===== src/rtl/pic_pkg.sv =====
package pic_pkg;
  localparam int NLINES = 8;

  // Word-1 and command bit positions decoded by the sequencer
  localparam int W1_START = 4;
  localparam int W1_SOLO  = 1;
  localparam int W1_WANT4 = 0;
  localparam int CMD_RSEL = 3;

  typedef enum logic [2:0] {
    ST_IDLE,
    ST_W2,
    ST_W3,
    ST_W4,
    ST_RUN
  } init_st_t;
endpackage


===== src/rtl/pic_init_fsm.sv =====
module pic_init_fsm
  import pic_pkg::*;
#(
  parameter int DATA_W = 8,
  parameter int ID_W   = 3
) (
  input  logic              clk,
  input  logic              rst_n,
  input  logic              role_is_master,
  input  logic              ctl_we,
  input  logic              dat_we,
  input  logic [DATA_W-1:0] wdata,
  output logic              run,
  output logic              restart,
  output logic              rsel,
  output logic [DATA_W-1:0] cfg
);
  localparam logic [DATA_W-1:0] ID_KEEP = {{(DATA_W-ID_W){1'b0}}, {ID_W{1'b1}}};

  init_st_t          st_q, st_d;
  logic              solo_q, solo_d;
  logic              want4_q, want4_d;
  logic              rsel_q, rsel_d;
  logic [DATA_W-1:0] cfg_q, cfg_d;

  always_comb begin
    st_d    = st_q;
    solo_d  = solo_q;
    want4_d = want4_q;
    rsel_d  = rsel_q;
    cfg_d   = cfg_q;
    restart = ctl_we && wdata[W1_START];
    if (restart) begin
      st_d    = ST_W2;
      solo_d  = wdata[W1_SOLO];
      want4_d = wdata[W1_WANT4];
    end else if (ctl_we && wdata[CMD_RSEL]) begin
      rsel_d = wdata[0];
    end else if (dat_we) begin
      case (st_q)
        ST_W2: begin
          if (!solo_q) begin
            st_d = ST_W3;
          end else begin
            cfg_d = '0;
            st_d  = want4_q ? ST_W4 : ST_RUN;
          end
        end
        ST_W3: begin
          cfg_d = role_is_master ? wdata : (wdata & ID_KEEP);
          st_d  = want4_q ? ST_W4 : ST_RUN;
        end
        ST_W4:   st_d = ST_RUN;
        default: st_d = st_q;
      endcase
    end
  end

  always_ff @(posedge clk or negedge rst_n) begin
    if (!rst_n) begin
      st_q    <= ST_IDLE;
      solo_q  <= 1'b0;
      want4_q <= 1'b0;
      rsel_q  <= 1'b0;
      cfg_q   <= '0;
    end else begin
      st_q    <= st_d;
      solo_q  <= solo_d;
      want4_q <= want4_d;
      rsel_q  <= rsel_d;
      cfg_q   <= cfg_d;
    end
  end

  assign run  = (st_q == ST_RUN);
  assign rsel = rsel_q;
  assign cfg  = cfg_q;
endmodule


===== src/rtl/pic_req_unit.sv =====
module pic_req_unit
  import pic_pkg::*;
#(
  parameter int LINE_W = 4
) (
  input  logic              clk,
  input  logic              rst_n,
  input  logic              role_is_master,
  input  logic              clr,
  input  logic              mask_we,
  input  logic [NLINES-1:0] mask_wdata,
  input  logic              raise,
  input  logic [LINE_W-1:0] line,
  input  logic [NLINES-1:0] casc_in,
  output logic [NLINES-1:0] req,
  output logic [NLINES-1:0] mask,
  output logic              err,
  output logic              fwd,
  output logic              int_out
);
  logic [NLINES-1:0] req_q, req_d;
  logic [NLINES-1:0] mask_q, mask_d;
  logic              err_q, err_d;
  logic              fwd_q, fwd_d;
  logic [NLINES-1:0] local_hit;
  logic [NLINES-1:0] all_hit;

  for (genvar i = 0; i < NLINES; i++) begin : g_hit
    assign local_hit[i] = raise && (line == LINE_W'(i));
    assign all_hit[i]   = local_hit[i] || (role_is_master && casc_in[i]);
  end

  always_comb begin
    req_d  = clr ? '0 : (req_q | (all_hit & ~mask_q));
    mask_d = clr ? '0 : (mask_we ? mask_wdata : mask_q);
    err_d  = raise && (line >= LINE_W'(NLINES));
    fwd_d  = !role_is_master && |(local_hit & ~mask_q);
  end

  always_ff @(posedge clk or negedge rst_n) begin
    if (!rst_n) begin
      req_q  <= '0;
      mask_q <= '0;
      err_q  <= 1'b0;
      fwd_q  <= 1'b0;
    end else begin
      req_q  <= req_d;
      mask_q <= mask_d;
      err_q  <= err_d;
      fwd_q  <= fwd_d;
    end
  end

  assign req     = req_q;
  assign mask    = mask_q;
  assign err     = err_q;
  assign fwd     = fwd_q;
  assign int_out = |(req_q & ~mask_q);
endmodule


===== src/rtl/cascade_pic.sv =====
module cascade_pic
  import pic_pkg::*;
#(
  parameter int DATA_W     = 8,
  parameter int LINE_W     = 4,
  parameter int ID_W       = 3,
  parameter int RST_STAGES = 2
) (
  input  logic              clk,
  input  logic              rst_n,
  input  logic              role_is_master,
  input  logic              bus_we,
  input  logic              bus_addr,
  input  logic [DATA_W-1:0] bus_wdata,
  output logic [DATA_W-1:0] bus_rdata,
  input  logic              irq_raise,
  input  logic [LINE_W-1:0] irq_line,
  input  logic [NLINES-1:0] casc_in,
  output logic              irq_err,
  output logic              casc_req,
  output logic [ID_W-1:0]   casc_id,
  output logic              int_out
);
  logic [RST_STAGES-1:0] rst_sync_q;
  logic                  rst_core_n;
  logic                  ctl_we, dat_we, mask_we;
  logic                  run, restart, rsel;
  logic [DATA_W-1:0]     cfg_q;
  logic [NLINES-1:0]     req_q, mask_q;

  always_ff @(posedge clk or negedge rst_n) begin
    if (!rst_n) rst_sync_q <= '0;
    else        rst_sync_q <= {rst_sync_q[RST_STAGES-2:0], 1'b1};
  end
  assign rst_core_n = rst_sync_q[RST_STAGES-1];

  assign ctl_we  = bus_we && !bus_addr;
  assign dat_we  = bus_we && bus_addr;
  assign mask_we = dat_we && run;

  pic_init_fsm #(.DATA_W(DATA_W), .ID_W(ID_W)) u_fsm (
    .clk            (clk),
    .rst_n          (rst_core_n),
    .role_is_master (role_is_master),
    .ctl_we         (ctl_we),
    .dat_we         (dat_we),
    .wdata          (bus_wdata),
    .run            (run),
    .restart        (restart),
    .rsel           (rsel),
    .cfg            (cfg_q)
  );

  pic_req_unit #(.LINE_W(LINE_W)) u_req (
    .clk            (clk),
    .rst_n          (rst_core_n),
    .role_is_master (role_is_master),
    .clr            (restart),
    .mask_we        (mask_we),
    .mask_wdata     (bus_wdata[NLINES-1:0]),
    .raise          (irq_raise),
    .line           (irq_line),
    .casc_in        (casc_in),
    .req            (req_q),
    .mask           (mask_q),
    .err            (irq_err),
    .fwd            (casc_req),
    .int_out        (int_out)
  );

  assign casc_id   = role_is_master ? '0 : cfg_q[ID_W-1:0];
  assign bus_rdata = bus_addr ? DATA_W'(mask_q) : (rsel ? cfg_q : DATA_W'(req_q));
endmodule


===== config.mk =====
export PLATFORM = sky130hd
export DESIGN_NAME = cascade_pic
export DESIGN_NICKNAME = d
export VERILOG_FILES = /design/src/rtl/pic_pkg.sv /design/src/rtl/pic_init_fsm.sv /design/src/rtl/pic_req_unit.sv /design/src/rtl/cascade_pic.sv
export SDC_FILE = /design/constraint.sdc
export NUM_CORES = 1
export LEC_CHECK = 0
export BUFFER_PORTS_ARGS = -buffer_cell sky130_fd_sc_hd__buf_2
export CELL_PAD_IN_SITES_DETAIL_PLACEMENT = 0
export CELL_PAD_IN_SITES_GLOBAL_PLACEMENT = 1
export CORE_ASPECT_RATIO = 0.5
export CORE_MARGIN = 4
export CORE_UTILIZATION = 44
export CTS_CLUSTER_DIAMETER = 200
export DETAILED_ROUTE_END_ITERATION = 16
export PLACE_DENSITY = 0.89
export REMOVE_ABC_BUFFERS = 1
export SKIP_CTS_REPAIR_TIMING = 1
export SLEW_MARGIN = 15
export SYNTH_ARGS = -nofsm -noshare
export SYNTH_HDL_FRONTEND = slang
export SYNTH_SLANG_ARGS = --single-unit

===== constraint.sdc =====
create_clock -name clk -period 2.79 [get_ports clk]
set_input_delay 0.1395 -clock clk [delete_from_list [all_inputs] [get_ports clk]]
set_output_delay 0.1395 -clock clk [all_outputs]
set_load 0.02 [all_outputs]

==> metrics.md, run 1 <==
| Metric | Value |
|---|---|
| Outcome | completed |
| Antenna Nets Post-Route | 0 |
| CP cell instances | nand3b_1 > a211oi_4 > mux2_2 |
| Routability cong. | 0.8424 |
| Worst R2R Path Depth | 3 |
| Hold depth | 3 |
| Vias | 1617 |
| DRC violations left | 0 |
| Pin count of the biggest net entering global routing | 33 |
| Maxcap violations | 0 |
| Max_slew headroom | 0.5834 |
| Total GRT Usage | 0.1858 |
| Site row count | 16 |
| Post-Route WL | 4577 um |
| CP Data Arrival Time | 1.88 ns |
| HP Class | in -> reg |
| Sink Count | 34 |
| Most common cell after layout, fill and taps aside | buf_2 |
| Synthesis Warnings | 0 |
| CTS Root Buffer Type | clkbuf_8 |
| RSZ-0062 raised after global routing | no |
| Core area | 4044 um^2 |
| Chip width | 101.1 um |
| Overflow after GRT | 0 |
| Post-DP HPWL | 3350 um |
| CP Launch Type | flip-flop |
| VDD IR max | 0.2593 mV |
| Initial antenna violation count | 0 |
| Layout cell share with drive strength beyond 1 | 0.2295 |
| Ant. Diodes | 0 |
| Leak | 1.167 nW |
| First-pass GRT wire length | 7700 um |
| FMAX | 587.0 MHz |
| Max incr delay on CP | 0.52 ns |
| Number of global-route vias before repair | 1630 |
| Worst path required time | 2.96 ns |
| H-tree Lvls | 2 |
| Worst skew pair latency | 0.28 ns |
| Kind of critical path | reg -> reg |
| Synth Register Bits | 34 |
| Post-synth ARST share | 1.000 |
| Metal-1 WL | 2226 um |
| Syn avg cell area | 9.387 um^2 |
| CTS clock-pin slew for the worst setup and hold paths | 0.07 ns |
| PD cells | 709.0 nW/um^2 |
| Post-route minimum period | 1.703 ns |
| Clock Path Buffers | 2 |
| R2R setup slack | 1.09 ns |
| Post-synth EDFFs | 0 |
| Setup TNS | 0 ns |
| Worst-Margin Slew | 0.6230 ns |
| Drt pass-1 iters | 4 |
| Vias/cell | 5.426 |
| Post-route cell area | 2241 um^2 |
| Critical path capture point type | flip-flop |
| Cells after Synth | 203 |
| Hold violation count in the final report | 0 |
| Worst Skew | 0.003149 ns |
| Area post-placement | 2152 um^2 |
| Final count of pins violating max slew | 0 |
| Seq/Total Area, Yosys | 0.4465 |
| Detailed Route Iter0 Violations | 58 |
| Main synth FF type | dfrtp_1 |
| Tcrit/Tclk final | 0.6106 |
| Power Total | 0.001589 W |
| Starting density of the core | 0.4712 |
| IO Port Bufs | 39 |
| Ports | 40 |
| NumNets Final | 270 |
| Routed WL per cell | 15.36 um |
| Die ar. | 5512 um^2 |
| Setup violations, final | 0 |
| P&R area growth vs syn | 17.60% |
| Synthesized area | 1906 um^2 |
| Met2 WL | 2102 um |
| Top sig layer | met4 |
| CP max-delay cell | a211oi_4 |
| Met3 routed WL | 215 um |
| Most frequent cells in the layout | buf_2, dfrtp_1, nand2_1 |
| CP max FO | 8 |
| Netlist cell types | 41 |
| Cts bufs inserted | 5 |
| CTS tree | built |
| Die Height | 54.54 um |
[where the power goes]
| group | switching [W] | internal [W] | leakage (nW) |
|---|---|---|---|
| combinational | 0.000258 | 0.000222 | 0.692 |
| clock | 0.000178 | 0.000167 | 0.0438 |
| sequential | 0.000157 | 0.000606 | 0.431 |
[synth_stat cells, drive strengths merged, types with 2 or more instances]
master | n | area, um^2
nand3b | 4 | 30.03
and3b | 3 | 26.28
nor3b | 3 | 27.52
o21ai | 11 | 55.05
nand2b | 2 | 12.51
nor2 | 12 | 45.04
nor3 | 2 | 10.01
nor2b | 2 | 12.51
and2 | 2 | 12.51
o31a | 8 | 70.07
clkbuf | 7 | 26.28
nand4 | 2 | 18.77
dfrtp | 34 | 850.8
nand2 | 32 | 120.1
o211ai | 2 | 15.01
o22ai | 4 | 25.02
nor4 | 2 | 12.51
mux2 | 5 | 56.30
inv | 21 | 78.83
and3 | 5 | 31.28
mux2i | 23 | 230.2
[critical path: cells and delay by family, from the launching register on]
| family | cells | cell delay, ns |
|---|---|---|
| flip-flops | 1 | 0.44 |
| multiplexers | 1 | 0.39 |
| AO/OA/AOI/OAI | 1 | 0.52 |
| AND/OR/NAND/NOR | 1 | 0.24 |
[logic make-up after synthesis]
family	count (synthesis)	synth area share
AOI/OAI and AO/OA	32	0.1221
buffers and inverters	29	0.05778
DFF	34	0.4465
muxes	28	0.1504
other	1	0.001968
and+or+nand+nor	79	0.2213
[path summary, 6_finish.rpt]
check / endpoint / start
min in group asynchronous: rst_sync_q[0]$_DFF_PN0_ / rst_n
worst min register to register: u_req.mask[7]$_DFFE_PN0P_ / rst_sync_q[1]$_DFF_PN0_
worst max register to register: u_fsm.cfg[7]$_DFFE_PN0P_ / u_fsm.st_q[1]$_DFFE_PN0P_
worst max-delay path: u_fsm.cfg[7]$_DFFE_PN0P_ / u_fsm.st_q[1]$_DFFE_PN0P_
worst min-delay path: u_req.mask[2]$_DFFE_PN0P_ / bus_wdata[2]
max in group asynchronous: u_req.req[7]$_DFF_PN0_ / rst_sync_q[1]$_DFF_PN0_
[layer usage]
| layer | global-route usage | vias up |
|---|---|---|
| met5 | 0 | - |
| met2 | 0.3106 | 27 |
| li1 | - | 788 |
| met4 | 0.05298 | 0 |
| met3 | 0.04962 | 2 |
| met1 | 0.2416 | 800 |
[state kept, by name, summed over array words and instances (netlist names)]
register       count
u_fsm.cfg          8
u_fsm.solo_q       1
rst_sync_q         2
u_fsm.st_q         3
u_req.err          1
u_req.req          8
u_req.fwd          1
u_req.mask         8
u_fsm.rsel         1
u_fsm.want4_q      1
[final cells by class]
cell class | instances | area (um^2)
Timing Repair Buffer | 42 | 220.2
Fill cell | 375 | 1803
Clock buffer | 5 | 68.82
Tap cell | 54 | 67.56
Inverter | 21 | 78.83
Clock inverter | 2 | 10.01
Multi-Input combinational cell | 140 | 944.7
Sequential cell | 34 | 850.8
[through the flow]
stage	utilization	std cells	worst slack [ns]	hold slack, ns
6_report	0.5541	298	1.087	0.09048
5_1_grt	0.5541	298	1.007	0.1032
4_1_cts	0.5517	297	1.089	-0.3803
3_5_place_dp	0.5322	290	1.101	-0.07332
3_3_place_gp	0.5322	290	1.161	-0.07647
2_1_floorplan	-	195	1.250	-0.1561
Power figures use the tool's default switching activity.
==> run 2: changes to the inputs <==
Settings changed: CORE_UTILIZATION 44 to 41, PLACE_DENSITY 0.89 to 0.84.
Clock period 2.79 ns to 1.8 ns, I/O delays scaled along.
==> metrics.md, run 2 (synthesis results as in run 1) <==
| Metric | Value |
|---|---|
| Area post-placement | 2163 um^2 |
| Pin count of the biggest net entering global routing | 33 |
| Clock Path Buffers | 2 |
| Setup TNS | 0 ns |
| Vias | 1617 |
| Cells after DPL | 294 |
| CTS Root Buffer Type | clkbuf_8 |
| Critical path capture point type | flip-flop |
| Worst Skew | 0.004783 ns |
| IO Port Bufs | 39 |
| Number of global-route vias before repair | 1602 |
| HP Class | in -> reg |
| CP Launch Type | flip-flop |
| WHS | 0.04306 ns |
| Setup violations, final | 0 |
| CP max-delay cell | a211oi_4 |
| Routed WL per cell | 16.03 um |
| CP Data Arrival Time | 1.85 ns |
| NumNets Final | 271 |
| Final count of pins violating max slew | 0 |
| Layout cell share with drive strength beyond 1 | 0.2327 |
| Overflow after GRT | 0 |
| Starting density of the core | 0.4287 |
| Outcome | completed |
| Core area | 4446 um^2 |
| Ant. Diodes | 0 |
| DRC violations left | 0 |
| Hold depth | 3 |
| PD cells | 1178 nW/um^2 |
| Post-DP HPWL | 3462 um |
| Routing usage on met1 | 0.2275 |
| Worst-Margin Slew | 0.5189 ns |
| RR Endpoint | u_fsm.cfg[7]$_DFFE_PN0P_ |
| First-pass GRT wire length | 7824 um |
| Tcrit/Tclk final | 0.9295 |
| Ports | 40 |
| Initial antenna violation count | 0 |
| CP max FO | 7 |
| H-tree Lvls | 2 |
| Most frequent cells in the layout | buf_2, dfrtp_1, nand2_1 |
| Most common cell after layout, fill and taps aside | buf_2 |
| Antenna Nets Post-Route | 0 |
| Drt pass-1 iters | 4 |
| FMAX | 597.7 MHz |
| Max incr delay on CP | 0.47 ns |
| Die Height | 56.21 um |
| Worst R2R Start | u_fsm.st_q[1]$_DFFE_PN0P_ |
| Met2 Resource Use GR | 0.2743 |
| CP cell instances | nand3b_1 > a211oi_4 > mux2_2 |
| M3 GR Usage | 0.04287 |
| Setup ws final | 0.1270 ns |
| Worst Hold Path EP | u_req.mask[2]$_DFFE_PN0P_ |
| Worst path required time | 1.97 ns |
| Post-route minimum period | 1.673 ns |
| RSZ-0062 raised after global routing | no |
| Setup crit start | u_fsm.st_q[1]$_DFFE_PN0P_ |
| HP Start | bus_wdata[2] |
| Routability cong. | 0.8433 |
| Global route hottest layer | met2 |
| Max_slew headroom | 0.6525 |
| Post-Route WL | 4840 um |
| Final Non-Filler Cells | 302 |
| Sink Count | 34 |
| Cts bufs inserted | 5 |
| Detailed Route Iter0 Violations | 80 |
| Total GRT Usage | 0.1701 |
| Post-route cell area | 2286 um^2 |
| Die ar. | 5869 um^2 |
| Dpl ws | 0.1485 ns |
| Hold violation count in the final report | 0 |
| Worst skew pair latency | 0.29 ns |
| Maxcap violations | 0 |
| Worst R2R Path Depth | 3 |
| R2R setup slack | 0.13 ns |
| P&R area growth vs syn | 19.96% |
| VDD IR max | 0.4394 mV |
| Leak | 1.186 nW |
| CTS tree | built |
| Site row count | 17 |
| CTS clock-pin slew for the worst setup and hold paths | 0.07 ns |
| Vias/cell | 5.354 |
| Kind of critical path | reg -> reg |
| Chip width | 104.4 um |
-- run 2: worst max-delay path: cells and delay by family (launching register included) --
kind | cells | cell delay, ns
compound gates | 1 | 0.47
flops | 1 | 0.45
simple gates | 1 | 0.25
mux | 1 | 0.39
-- run 2: through the flow --
| step | utilization | total power (W) |
|---|---|---|
| floorplan | - | 0.001673 |
| global placement | 0.4866 | 0.001927 |
| detailed placement | 0.4866 | 0.001959 |
| CTS | 0.5120 | 0.002692 |
| global route | 0.5142 | 0.002842 |
| finish | 0.5142 | 0.002692 |
-- run 2: how the worst max path moves through the flow --
stage | endpoint | slack (ns) | cells past startpoint
after CTS | int_out | 0.14 | 3
after global placement | u_fsm.cfg[5]$_DFFE_PN0P_ | 0.24 | 3
after global routing | u_fsm.cfg[5]$_DFFE_PN0P_ | 0.08 | 3
after floorplan | u_fsm.cfg[3]$_DFFE_PN0P_ | 0.26 | 3
after detailed placement | u_fsm.cfg[7]$_DFFE_PN0P_ | 0.15 | 3
final | u_fsm.cfg[7]$_DFFE_PN0P_ | 0.13 | 3
-- run 2: where the power goes --
| part | total [W] | internal (W) | switching [W] |
|---|---|---|---|
| Sequential | 0.00119 | 0.000938 | 0.000252 |
| Clock | 0.000740 | 0.000443 | 0.000297 |
| Combinational | 0.000762 | 0.000348 | 0.000414 |
| Total | 0.00269 | 0.00173 | 0.000963 |
-- run 2: metal layers --
metal / vias up / share of wire / wire (um)
met5: - / 0 / 0
met4: 0 / 0.0085 / 41
met3: 5 / 0.034 / 166
met2: 32 / 0.46 / 2242
met1: 790 / 0.49 / 2390
li1: 790 / - / -
-- run 2: cell type report --
type	count	area, um^2
fillers	429	2160
multi-input cells	140	944.7
flip-flops and latches	34	850.8
repair buffers	43	227.7
clock buffers	6	82.58
inverters	21	78.83
well taps	57	71.32
clock inverters	1	30.03
